`config.mk`:
```
export PLATFORM = sky130hd
export DESIGN_NAME = morse_keyer
export DESIGN_NICKNAME = d
export VERILOG_FILES = /design/src/rtl/morse_pkg.sv /design/src/rtl/morse_codebook.sv /design/src/rtl/morse_unit_timer.sv /design/src/rtl/morse_sequencer.sv /design/src/rtl/morse_keyer.sv
export SDC_FILE = /design/constraint.sdc
export NUM_CORES = 1
export LEC_CHECK = 0
export BUFFER_PORTS_ARGS = -buffer_cell sky130_fd_sc_hd__buf_2
export CELL_PAD_IN_SITES_DETAIL_PLACEMENT = 1
export CELL_PAD_IN_SITES_GLOBAL_PLACEMENT = 2
export CORE_ASPECT_RATIO = 0.9
export CORE_MARGIN = 2
export CORE_UTILIZATION = 36
export CTS_CLUSTER_DIAMETER = 200
export DETAILED_ROUTE_END_ITERATION = 7
export PLACE_DENSITY = 0.89
export SLEW_MARGIN = 20
export SYNTH_ARGS = -nofsm -noshare
export SYNTH_HDL_FRONTEND = slang
export SYNTH_SLANG_ARGS = --single-unit
export TNS_END_PERCENT = 50
```
`constraint.sdc`:
```
create_clock -name clk -period 3.2 [get_ports clk]
set_input_delay 0.16 -clock clk [delete_from_list [all_inputs] [get_ports clk]]
set_output_delay 0.16 -clock clk [all_outputs]
set_load 0.005 [all_outputs]
```
`src/rtl/morse_pkg.sv`:
```
package morse_pkg;

    typedef enum logic [1:0] {
        ST_IDLE,
        ST_MARK,
        ST_GAP,
        ST_TAIL
    } seq_state_e;

    typedef enum logic {
        CLS_SYMBOL,
        CLS_WORD_GAP
    } char_class_e;

    typedef struct packed {
        char_class_e cls;
        logic [7:0]  code;
    } char_entry_t;

    localparam logic [7:0] CODE_DONE   = 8'h80;
    localparam logic [2:0] UNITS_DOT   = 3'd1;
    localparam logic [2:0] UNITS_DASH  = 3'd3;
    localparam logic [2:0] UNITS_GAP   = 3'd1;
    localparam logic [2:0] UNITS_CHAR  = 3'd3;
    localparam logic [2:0] UNITS_WORD  = 3'd7;

    function automatic logic [7:0] digit_code(input logic [3:0] d);
        logic [7:0] c;
        case (d)
            4'd0: c = 8'hFC;
            4'd1: c = 8'h7C;
            4'd2: c = 8'h3C;
            4'd3: c = 8'h1C;
            4'd4: c = 8'h0C;
            4'd5: c = 8'h04;
            4'd6: c = 8'h84;
            4'd7: c = 8'hC4;
            4'd8: c = 8'hE4;
            4'd9: c = 8'hF4;
            default: c = CODE_DONE;
        endcase
        return c;
    endfunction

    function automatic logic [7:0] letter_code(input logic [4:0] l);
        logic [7:0] c;
        case (l)
            5'd0:  c = 8'h60;
            5'd1:  c = 8'h88;
            5'd2:  c = 8'hA8;
            5'd3:  c = 8'h90;
            5'd4:  c = 8'h40;
            5'd5:  c = 8'h28;
            5'd6:  c = 8'hD0;
            5'd7:  c = 8'h08;
            5'd8:  c = 8'h20;
            5'd9:  c = 8'h78;
            5'd10: c = 8'hB0;
            5'd11: c = 8'h48;
            5'd12: c = 8'hE0;
            5'd13: c = 8'hA0;
            5'd14: c = 8'hF0;
            5'd15: c = 8'h68;
            5'd16: c = 8'hD8;
            5'd17: c = 8'h50;
            5'd18: c = 8'h10;
            5'd19: c = 8'hC0;
            5'd20: c = 8'h30;
            5'd21: c = 8'h18;
            5'd22: c = 8'h70;
            5'd23: c = 8'h98;
            5'd24: c = 8'hB8;
            5'd25: c = 8'hC8;
            default: c = CODE_DONE;
        endcase
        return c;
    endfunction

    function automatic logic [2:0] units_for_msb(input logic [7:0] code);
        return code[7] ? UNITS_DASH : UNITS_DOT;
    endfunction

endpackage

```
`src/rtl/morse_codebook.sv`:
```
module morse_codebook
    import morse_pkg::*;
(
    input  logic [7:0]  ascii,
    output char_entry_t entry
);
    logic [7:0] digit_off;
    logic [7:0] letter_off;
    logic       is_digit;
    logic       is_letter;
    logic       is_space;

    always_comb begin
        digit_off  = ascii - 8'h30;
        letter_off = ascii - 8'h41;
        is_digit   = (ascii >= 8'h30) && (ascii <= 8'h39);
        is_letter  = (ascii >= 8'h41) && (ascii <= 8'h5A);
        is_space   = (ascii == 8'h20);

        entry.cls  = CLS_SYMBOL;
        entry.code = CODE_DONE;
        if (is_space) begin
            entry.cls = CLS_WORD_GAP;
        end else if (is_digit) begin
            entry.code = digit_code(digit_off[3:0]);
        end else if (is_letter) begin
            entry.code = letter_code(letter_off[4:0]);
        end
    end
endmodule

```
`src/rtl/morse_unit_timer.sv`:
```
module morse_unit_timer #(
    parameter int unsigned UNIT_CYCLES = 4
) (
    input  logic clk,
    input  logic rst,
    input  logic restart,
    output logic unit_tick
);
    localparam int unsigned CNT_W = (UNIT_CYCLES > 1) ? $clog2(UNIT_CYCLES) : 1;
    localparam logic [CNT_W-1:0] LAST = CNT_W'(UNIT_CYCLES - 1);

    logic [CNT_W-1:0] cnt_q;

    assign unit_tick = (cnt_q == LAST);

    always_ff @(posedge clk) begin
        if (rst || restart) begin
            cnt_q <= '0;
        end else if (unit_tick) begin
            cnt_q <= '0;
        end else begin
            cnt_q <= cnt_q + 1'b1;
        end
    end

    generate
        if (UNIT_CYCLES > 1) begin : g_spacing
            assert_tick_spacing_R12: assert property (@(posedge clk) disable iff (rst)
                (unit_tick && !restart) |=> !unit_tick)
                else $error("unit tick repeated on consecutive cycles");
        end
    endgenerate
endmodule

```
`src/rtl/morse_sequencer.sv`:
```
module morse_sequencer
    import morse_pkg::*;
(
    input  logic        clk,
    input  logic        rst,
    input  logic        take,
    input  char_entry_t entry,
    input  logic        unit_tick,
    output logic        idle,
    output logic        key_q,
    output logic        lamp_q
);
    seq_state_e state_q, state_d;
    logic [7:0] code_q, code_d;
    logic [2:0] units_q, units_d;
    logic [7:0] shifted;

    assign idle    = (state_q == ST_IDLE);
    assign shifted = {code_q[6:0], 1'b0};

    always_comb begin
        state_d = state_q;
        code_d  = code_q;
        units_d = units_q;
        case (state_q)
            ST_IDLE: begin
                if (take) begin
                    code_d = entry.code;
                    if (entry.cls == CLS_WORD_GAP) begin
                        state_d = ST_TAIL;
                        units_d = UNITS_WORD;
                    end else if (entry.code == CODE_DONE) begin
                        state_d = ST_TAIL;
                        units_d = UNITS_CHAR;
                    end else begin
                        state_d = ST_MARK;
                        units_d = units_for_msb(entry.code);
                    end
                end
            end
            ST_MARK: begin
                if (unit_tick) begin
                    if (units_q == 3'd1) begin
                        state_d = ST_GAP;
                        units_d = UNITS_GAP;
                    end else begin
                        units_d = units_q - 3'd1;
                    end
                end
            end
            ST_GAP: begin
                if (unit_tick) begin
                    code_d = shifted;
                    if (shifted == CODE_DONE) begin
                        state_d = ST_TAIL;
                        units_d = UNITS_CHAR;
                    end else begin
                        state_d = ST_MARK;
                        units_d = units_for_msb(shifted);
                    end
                end
            end
            default: begin
                if (unit_tick) begin
                    if (units_q == 3'd1) begin
                        state_d = ST_IDLE;
                        units_d = '0;
                    end else begin
                        units_d = units_q - 3'd1;
                    end
                end
            end
        endcase
    end

    always_ff @(posedge clk) begin
        if (rst) begin
            state_q <= ST_IDLE;
            code_q  <= CODE_DONE;
            units_q <= '0;
            key_q   <= 1'b0;
            lamp_q  <= 1'b1;
        end else begin
            state_q <= state_d;
            code_q  <= code_d;
            units_q <= units_d;
            key_q   <= (state_d == ST_MARK);
            lamp_q  <= (state_d != ST_MARK);
        end
    end

    assert_take_sets_busy_R1: assert property (@(posedge clk) disable iff (rst)
        take |=> !idle)
        else $error("character taken but block still idle");

    assert_mark_has_pattern_R2: assert property (@(posedge clk) disable iff (rst)
        (state_q == ST_MARK) |-> (code_q != CODE_DONE && code_q != 8'h00))
        else $error("mark sent with exhausted code byte");

    assert_tail_silent_R6: assert property (@(posedge clk) disable iff (rst)
        (state_q == ST_TAIL) |-> !key_q)
        else $error("key on during trailing silence");

    assert_lamp_opposes_key_R9: assert property (@(posedge clk) disable iff (rst)
        key_q != lamp_q)
        else $error("lamp does not mirror key");

    assert_hold_code_R10: assert property (@(posedge clk) disable iff (rst)
        (!idle && !unit_tick) |=> $stable(code_q))
        else $error("code byte changed between unit ticks");

    assert_key_ends_on_tick_R12: assert property (@(posedge clk) disable iff (rst)
        ($fell(key_q) && !$past(rst)) |-> $past(unit_tick))
        else $error("mark ended away from a unit boundary");
endmodule

```
`src/rtl/morse_keyer.sv`:
```
module morse_keyer
    import morse_pkg::*;
#(
    parameter int unsigned UNIT_CYCLES = 2500000
) (
    input  logic       clk,
    input  logic       rst,
    input  logic       char_valid,
    input  logic [7:0] char_data,
    output logic       char_ready,
    output logic       key_out,
    output logic       lamp_n,
    output logic       busy
);
    char_entry_t entry;
    logic        take;
    logic        unit_tick;
    logic        idle;

    assign char_ready = idle;
    assign busy       = !idle;
    assign take       = char_valid && idle;

    morse_codebook u_codebook (
        .ascii (char_data),
        .entry (entry)
    );

    morse_unit_timer #(
        .UNIT_CYCLES (UNIT_CYCLES)
    ) u_timer (
        .clk       (clk),
        .rst       (rst),
        .restart   (take),
        .unit_tick (unit_tick)
    );

    morse_sequencer u_seq (
        .clk       (clk),
        .rst       (rst),
        .take      (take),
        .entry     (entry),
        .unit_tick (unit_tick),
        .idle      (idle),
        .key_q     (key_out),
        .lamp_q    (lamp_n)
    );

    assert_key_only_busy_R1: assert property (@(posedge clk) disable iff (rst)
        key_out |-> busy)
        else $error("key on while idle");
endmodule

```
==> metrics.yaml, run 1 <==
synth-seq-cells: 34
drive_above_1_share: 0.131
num_rows: 28
place.gp.congestion: 0.818
period_needed_ps: 2630
n_fill_cell: 822
cts_made_buffers: 5
max_stage_delay_ps: 460
clockBufferDepth: 2
swShare: 0.302
via_per_inst: 5.62
synth_top_area_frac: 0.284
cp-start-kind: "input pin"
fin_setup_tns_ps: 0
hp-class: "in2reg"
grt_pass1_vias: 2171
clock_skew_ps: 6.64
htreeDepth: 2
power_density_nw_per_um2: 422
critPathSlowestCell: "ha_1"
p_leak_uw: 0.000970
grt_first_pass_wirelength_mm: 10.7
max_cap_viol_count: 0
total_power_uw: 1110
timing.hold.ws_ps: 187
seqPwrFrac: 0.424
die_x_um: 90.0
core_area_um2: 6520
cp_cell_sequence: "buf_2, inv_1, ha_1, inv_1, ha_1, buf_4, nor2b_1, a221oi_1, a21oi_1, a211oi_1, nor2_1, a41oi_1, and2_1"
fin_crit_sh: 0.822
dp_hpwl_mm: 4.56
share_comb_of_total_power: 0.229
outcome: "finished, final reports clean"
hold_buffers: 0
end_kind: "register"
cp_max_fo: 10
vias: 2259
yosysSeqAreaShare: 0.284
ir_worst_vdd_mv: 0.203
syn_area_um2: 2390
power.share.clock: 0.347
yosys-top-cells-area: "dfxtp_1, ha_1, xor2_1, nor2_1, nand2_1"
hold_viol_final: 0
drtIter0Drc: 228
finalSetupViolations: 0
root_buffer: "clkbuf_8"
rrSetupSlack_ps: 780
ioPinCount: 15
cp_data_arrival_time_ps: 2860
wire_per_inst_um: 15.7
max_slew_margin: 0.589
timing.final.max_slew_violations: 0
ant_nets: 0
start_util: 0.367
syn_nets: 324
io_buffers: 14
synth_edf_count: 0
power.switching_uw: 336
cts_resized: 0
cts.sinks: 34
final_util: 0.405
clk_pin_slew_ps: 70
antenna_cells: 0
antenna_found_initial: 0
grt_usage: 0.180
synth-async-reset-ratio: 0
dp_cells: 394
nets: 333
synth_cell_types: 64
synth_commonest_cells: "dfxtp_1, nor2_1, nand2_1, a21oi_1, nand3_1"
clk_latency_ps: 280
dieArea_um2: 7320
tritoncts: "yes"
yosys.area.top_type: "dfxtp_1"
avgSynthCellArea_um2: 7.93
ys.flop_type: "dfxtp_1"
synthCells: 302
post_cts_buffers: 0
routed_wl_mm: 6.30
worst_pin_slew_ps: 601
fin_cells: 402
fmax_mhz: 380
cp.required_ps: 3430
dr.pass1.iters: 4
route.detailed.drc: 0
path_class: "in2reg"
die_height_um: 81.4
grt_max_degree: 30
synth_warnings: 0
syn_to_final_growth_pct: 10.1
globalRouteOverflowTotal: 0
p_int_uw: 777
rsz0062_at_grt: "no"
[flip-flops by register name, indices dropped and copies added, names as in the netlist]
register	cells
u_seq.lamp_q	1
u_seq.units_q	3
u_seq.key_q	1
u_seq.state_q	2
u_timer.cnt_q	22
u_seq.code_q	5
[worst paths after layout]
path / start / to / cells after the start
worst max-delay path: char_data[0] / u_seq.key_q$_SDFF_PP0_ / 13
worst min-delay path: rst / u_seq.code_q[6]$_SDFFE_PP0P_ / 2
worst max register to register: u_timer.cnt_q[16]$_SDFF_PP0_ / u_seq.code_q[5]$_SDFFE_PP0P_ / 7
worst min register to register: u_timer.cnt_q[0]$_SDFF_PP0_ / u_timer.cnt_q[0]$_SDFF_PP0_ / 1
[metal layers]
| metal | part of all wire | global-route usage |
|---|---|---|
| met1 | 0.49 | 0.240 |
| met2 | 0.47 | 0.309 |
| met4 | 0.0089 | 0.0323 |
| met3 | 0.032 | 0.0353 |
| met5 | 0 | 0 |
[kinds of logic (layout without fill, tap and decap cells)]
| family | Yosys count | in the layout | share of synthesized area |
|---|---|---|---|
| AO/OA/AOI/OAI | 74 | 74 | 0.220 |
| XOR/XNOR | 22 | 22 | 0.0805 |
| adder cells (fa/ha/maj) | 11 | 11 | 0.0575 |
| buffers and inverters | 28 | 38 | 0.0533 |
| flip-flops | 34 | 34 | 0.284 |
| multiplexers | 2 | 2 | 0.00836 |
| AND/OR/NAND/NOR | 131 | 131 | 0.296 |
[layout by cell type, fill, tap and decap left out, types with 3 or more instances in the layout]
master / synthesis / layout
nand2b_1: 3 / 3
xnor2_1: 7 / 7
o21ai_0: 14 / 14
xor2_1: 15 / 15
or2_2: 3 / 3
ha_1: 11 / 11
nor2b_1: 6 / 6
o31ai_1: 3 / 3
a221oi_1: 4 / 4
and3_1: 6 / 6
dfxtp_1: 34 / 34
buf_4: 1 / 5
nor2_1: 34 / 34
clkbuf_8: 0 / 5
a31oi_1: 4 / 4
nand3_1: 16 / 16
a21boi_0: 3 / 3
inv_1: 11 / 11
or3_1: 5 / 5
a21oi_1: 17 / 17
a211oi_1: 5 / 5
and4_1: 4 / 4
and2_1: 4 / 4
nor4_1: 3 / 3
nand2_1: 27 / 27
nand4_1: 4 / 4
buf_2: 5 / 14
[power groups by stage]
| stage | clock network, uW | registers [uW] | logic (uW) |
|---|---|---|---|
| after floorplan | 0 | 467 | 191 |
| after global placement | 0 | 481 | 247 |
| after detailed placement | 0 | 481 | 253 |
| after CTS | 395 | 471 | 254 |
| after global routing | 422 | 475 | 286 |
| final | 386 | 472 | 255 |
[final cells by class]
class,count,area [um^2],share of cell area
clock buffer,5,68.8,0.0261
clock inverter,3,40.0,0.0152
sequential,34,681,0.258
tap,90,113,0.0427
inverter,11,41.3,0.0157
timing repair buffer,19,108,0.0408
multi-input combinational,240,1590,0.601
[critical path, delay by kind of cell]
kind	cells	cell delay (ps)
and+or+nand+nor	3	310
AOI/OAI and AO/OA	4	990
buffers and inverters	4	600
adders and majority gates	2	790
[through the flow]
stage | area, um^2 | setup WS (ps)
global placement | 2530 | 414
global route | 2640 | 268
CTS | 2640 | 590
detailed placement | 2530 | 296
finish | 2640 | 570
floorplan | 2390 | 538
(Power assumes the default switching activity.)
==> run 2: changes to the inputs <==
--- a/config.mk
+++ b/config.mk
@@ -10,10 +10,10 @@
 export CELL_PAD_IN_SITES_GLOBAL_PLACEMENT = 2
 export CORE_ASPECT_RATIO = 0.9
 export CORE_MARGIN = 2
-export CORE_UTILIZATION = 36
+export CORE_UTILIZATION = 33
 export CTS_CLUSTER_DIAMETER = 200
 export DETAILED_ROUTE_END_ITERATION = 7
-export PLACE_DENSITY = 0.89
+export PLACE_DENSITY = 0.86
 export SLEW_MARGIN = 20
 export SYNTH_ARGS = -nofsm -noshare
 export SYNTH_HDL_FRONTEND = slang
==> constraint.sdc (replaced) <==
create_clock -name clk -period 2.4 [get_ports clk]
set_input_delay 0.12 -clock clk [delete_from_list [all_inputs] [get_ports clk]]
set_output_delay 0.12 -clock clk [all_outputs]
set_load 0.005 [all_outputs]
==> run 2 against run 1 <==
Count of clock-buffer cells in the layout increased by 2. Flip-flop and latch count stayed put. First-iteration DRC count fell by 44%. Via count increased by 3.0%. Sequential share of layout area shrank 1.5 points. Non-clock buffer count increased by 23. Worst hold slack worse by 21 ps. Critical path depth fell by 6. Clock skew is 2.5 ps higher. Sequential power is 29% higher. Core utilization shrank 0.64 points. Routed wire length increased by 8.9%. Critical endpoint is now u_seq.code_q[5]$_SDFFE_PP0P_.
==> metrics.yaml, run 2 (synthesis gave the netlist of run 1 again) <==
finalSetupViolations: 0
htreeDepth: 2
drive_above_1_share: 0.200
fin_crit_sh: 0.939
routed_wl_mm: 6.86
antenna_found_initial: 0
hp-class: "in2reg"
place.gp.congestion: 0.820
fmax_mhz: 444
top_register: "u_timer.cnt_q"
drtIter0Drc: 128
grt_pass1_vias: 2311
grt_first_pass_wirelength_mm: 11.6
tritoncts: "yes"
largest_reg_flops: 22
vias: 2327
top_regs: "u_timer.cnt_q: 22 flops, u_seq.code_q: 5 flops, u_seq.units_q: 3 flops"
syn_to_final_growth_pct: 17.1
hold_buffers: 0
nets: 356
path_class: "reg2reg"
start_util: 0.340
ioPinCount: 15
die_height_um: 84.8
cp_max_fo: 7
grt_usage: 0.180
clk_latency_ps: 280
route.detailed.drc: 0
rsz0062_at_grt: "no"
globalRouteOverflowTotal: 0
dr.pass1.iters: 4
power_density_nw_per_um2: 518
root_buffer: "clkbuf_8"
wire_per_inst_um: 16.0
fin_setup_tns_ps: 0
max_slew_margin: 0.676
io_buffers: 14
cp-start-kind: "register"
worst_pin_slew_ps: 480
ant_nets: 0
cts_made_buffers: 5
cp.required_ps: 2600
die_x_um: 93.8
dp_hpwl_mm: 5.30
cts_resized: 0
num_rows: 29
p_leak_uw: 0.00107
cp_data_arrival_time_ps: 2460
clockBufferDepth: 2
outcome: "finished, final reports clean"
grt_max_degree: 23
timing.final.max_slew_violations: 0
final_util: 0.398
clk_pin_slew_ps: 70
post_cts_buffers: 0
antenna_cells: 0
max_cap_viol_count: 0
dieArea_um2: 7950
core_area_um2: 7040
fin_cells: 428
ir_worst_vdd_mv: 0.234
n_fill_cell: 861
hold_viol_final: 0
dp_cells: 420
cts.sinks: 34
period_needed_ps: 2250
clock_skew_ps: 9.10
final_cell_mix: "nor2_1, dfxtp_1, buf_4"
end_kind: "register"
via_per_inst: 5.44
==> run 2: cell types whose count changed in the layout (fill, tap and decap cells not counted), sizes merged <==
cell	previous run	this run
buf	19	42
clkbuf	5	7
bufinv	1	0
clkinv	2	1
==> run 2: cell type report <==
cell class / count / area, um^2 / area share
tap: 93 / 116 / 0.0415
multi-input combinational: 240 / 1590 / 0.568
clock inverter: 1 / 5.00 / 0.00179
clock buffer: 7 / 86.3 / 0.0308
sequential: 34 / 681 / 0.243
timing repair buffer: 42 / 280 / 0.100
inverter: 11 / 41.3 / 0.0147
==> run 2: metrics by stage <==
step | hold WS, ps | worst slack [ps] | cell area [um^2] | total power, uW
after CTS | 152 | 59.1 | 2800 | 1470
final | 166 | 146 | 2800 | 1450
after detailed placement | 448 | -188 | 2710 | 1030
after global placement | 444 | -84.5 | 2710 | 1020
after floorplan | 287 | 15.0 | 2400 | 880
after global routing | 174 | 29.9 | 2800 | 1540
==> run 2: layer usage <==
layer  track usage  wire length, um  up-vias  part of all wire
met2         0.272             3000       54              0.44
met5             0                0        -                 0
met3        0.0359              303        4             0.044
li1              -                -     1154                 -
met1         0.267             3530     1115              0.51
met4        0.0316               34        0            0.0050
==> run 2: final timing paths <==
kind	end	slack (ps)	start	cells after the start
min reg2reg	u_seq.code_q[3]$_SDFFE_PP0P_	480	u_seq.code_q[3]$_SDFFE_PP0P_	2
max reg2reg	u_seq.code_q[5]$_SDFFE_PP0P_	150	u_timer.cnt_q[15]$_SDFF_PP0_	7
max	u_seq.code_q[5]$_SDFFE_PP0P_	150	u_timer.cnt_q[15]$_SDFF_PP0_	7
min	u_seq.code_q[2]$_SDFFE_PP0P_	170	rst	2
==> run 2: power by group <==
group / total (uW) / leakage, uW / switching (uW) / internal (uW)
registers: 610 / 0.000276 / 17.2 / 593
clock network: 427 / 0.0000482 / 196 / 231
logic: 415 / 0.000745 / 239 / 176
total: 1450 / 0.00107 / 453 / 1000
==> run 2: worst max-delay path, cell delays in order, from the launching register on <==
cell      delay (ps)
dfxtp_1          340
or4_4            550
nor4_4           250
and2_2           260
or2b_4           150
o211ai_4         100
or3_1            390
a21oi_1          140
==> run 3: changes to the inputs <==
--- a/config.mk
+++ b/config.mk
@@ -11,8 +11,8 @@
 export CORE_ASPECT_RATIO = 0.9
 export CORE_MARGIN = 2
 export CORE_UTILIZATION = 33
-export CTS_CLUSTER_DIAMETER = 200
 export DETAILED_ROUTE_END_ITERATION = 7
+export MAX_ROUTING_LAYER = met4
 export PLACE_DENSITY = 0.86
 export SLEW_MARGIN = 20
 export SYNTH_ARGS = -nofsm -noshare
==> run 3 against run 2 <==
Critical path depth is the same. Sequential power is essentially flat. Cell count is the same. Combinational power is essentially flat. Via count is the same. Non-clock buffer count is the same. Count of clock-buffer cells in the layout is the same. Fmax is essentially flat. Global-route usage grew 0.56 points. Clock power is essentially flat. Flip-flop and latch count is the same. Setup slack is essentially flat. Critical endpoint unchanged.
==> metrics.yaml, run 3 (synthesis gave the netlist of run 1 again) <==
drtIter0Drc: 160
critPathLaunch: "u_timer.cnt_q[15]$_SDFF_PP0_"
num_rows: 29
period_needed_ps: 2250
critPathSlowestCell: "or4_4"
timing.final.max_slew_violations: 0
wire_per_inst_um: 16.0
ioPinCount: 15
final_cell_mix: "nor2_1, dfxtp_1, buf_4"
grt_usage: 0.185
seq_area_um2: 681
clockBufferDepth: 2
cp_max_fo: 7
largest_reg_flops: 22
htreeDepth: 2
root_buffer: "clkbuf_8"
power_density_nw_per_um2: 518
vias: 2327
clock_skew_ps: 9.10
max_stage_delay_ps: 550
fmax_mhz: 444
n_fill_cell: 861
io_buffers: 14
dieArea_um2: 7950
die_x_um: 93.8
routed_wl_mm: 6.85
cp.required_ps: 2600
syn_to_final_growth_pct: 17.1
dr.pass1.iters: 4
cp_cell_sequence: "or4_4, nor4_4, and2_2, or2b_4, o211ai_4, or3_1, a21oi_1"
final_util: 0.398
drive_above_1_share: 0.200
cts_made_buffers: 5
antenna_cells: 0
grt_max_degree: 23
core_area_um2: 7040
antenna_found_initial: 0
hold_viol_final: 0
grt_pass1_vias: 2311
start_util: 0.340
rsz0062_at_grt: "no"
globalRouteOverflowTotal: 0
cts.sinks: 34
r2r_end: "u_seq.code_q[5]$_SDFFE_PP0P_"
fin_crit_sh: 0.939
total_power_uw: 1450
rr_startpoint: "u_timer.cnt_q[15]$_SDFF_PP0_"
dp_hpwl_mm: 5.30
clk_latency_ps: 280
crit_end: "u_seq.code_q[5]$_SDFFE_PP0P_"
p_leak_uw: 0.00107
multiInputGateArea_um2: 1590
max_cap_viol_count: 0
cp_data_arrival_time_ps: 2460
worstRegToRegCells: 7
nets: 356
via_per_inst: 5.44
route.detailed.drc: 0
ir_worst_vdd_mv: 0.234
tritoncts: "yes"
hp-class: "in2reg"
worst_pin_slew_ps: 480
clk_pin_slew_ps: 70
top_regs: "u_timer.cnt_q: 22 flops, u_seq.code_q: 5 flops, u_seq.units_q: 3 flops"
rrSetupSlack_ps: 150
place.gp.congestion: 0.832
cp-start-kind: "register"
die_height_um: 84.8
hold_buffers: 0
top_register: "u_timer.cnt_q"
end_kind: "register"
max_slew_margin: 0.676
ant_nets: 0
finalSetupViolations: 0
path_class: "reg2reg"
outcome: "finished, final reports clean"
grt_first_pass_wirelength_mm: 11.6
## run 3: routing by layer
layer,share of wire,vias up,GRT usage
met2,0.44,54,0.272
met3,0.042,4,0.0341
li1,-,1152,-
met1,0.52,1117,0.269
met4,0.0048,0,0.0316
met5,0,-,-
## run 3: worst min path at each step
stage / from / end / slack (ps) / cells after the start
2_1_floorplan: char_valid / u_seq.code_q[2]$_SDFFE_PP0P_ / 290 / 2
3_3_place_gp: rst / u_seq.code_q[2]$_SDFFE_PP0P_ / 440 / 2
3_5_place_dp: rst / u_seq.state_q[1]$_SDFF_PP0_ / 450 / 2
4_1_cts: rst / u_seq.state_q[1]$_SDFF_PP0_ / 150 / 2
5_1_grt: rst / u_seq.state_q[1]$_SDFF_PP0_ / 170 / 2
6_report: rst / u_seq.code_q[2]$_SDFFE_PP0P_ / 170 / 2
## run 3: cell type report
| type | instances | area share |
|---|---|---|
| timing repair buffer | 42 | 0.100 |
| sequential | 34 | 0.243 |
| multi-input combinational | 240 | 0.568 |
| inverter | 11 | 0.0147 |
| clock buffer | 7 | 0.0308 |
| tap | 93 | 0.0415 |
| clock inverter | 1 | 0.00179 |
## run 3: what timing repair did
action | 4_1_cts | 5_1_grt
setup endpoints to repair | 0 | 5
resized for setup | 0 | 3
buffers inserted | 0 | 0
## run 3: where the power goes
part | total, uW | leakage [uW] | internal [uW] | switching [uW]
registers | 611 | 0.000276 | 593 | 17.3
clock network | 427 | 0.0000482 | 231 | 196
logic | 415 | 0.000745 | 176 | 239
## run 3: critical path, delay by kind of cell (launching register included)
kind / cells / cell delay (ps)
AO/OA/AOI/OAI: 2 / 240
flip-flops: 1 / 340
AND/OR/NAND/NOR: 5 / 1600
## run 3: through the flow
stage | hold slack [ps] | setup slack [ps] | TNS (ps) | instances | area, um^2
after floorplan | 287 | 15.0 | 0 | 302 | 2400
after global placement | 444 | -84.5 | -273 | 420 | 2710
after detailed placement | 448 | -188 | -757 | 420 | 2710
after CTS | 152 | 59.1 | 0 | 428 | 2800
after global routing | 174 | 29.9 | 0 | 428 | 2800
final | 166 | 145 | 0 | 428 | 2800
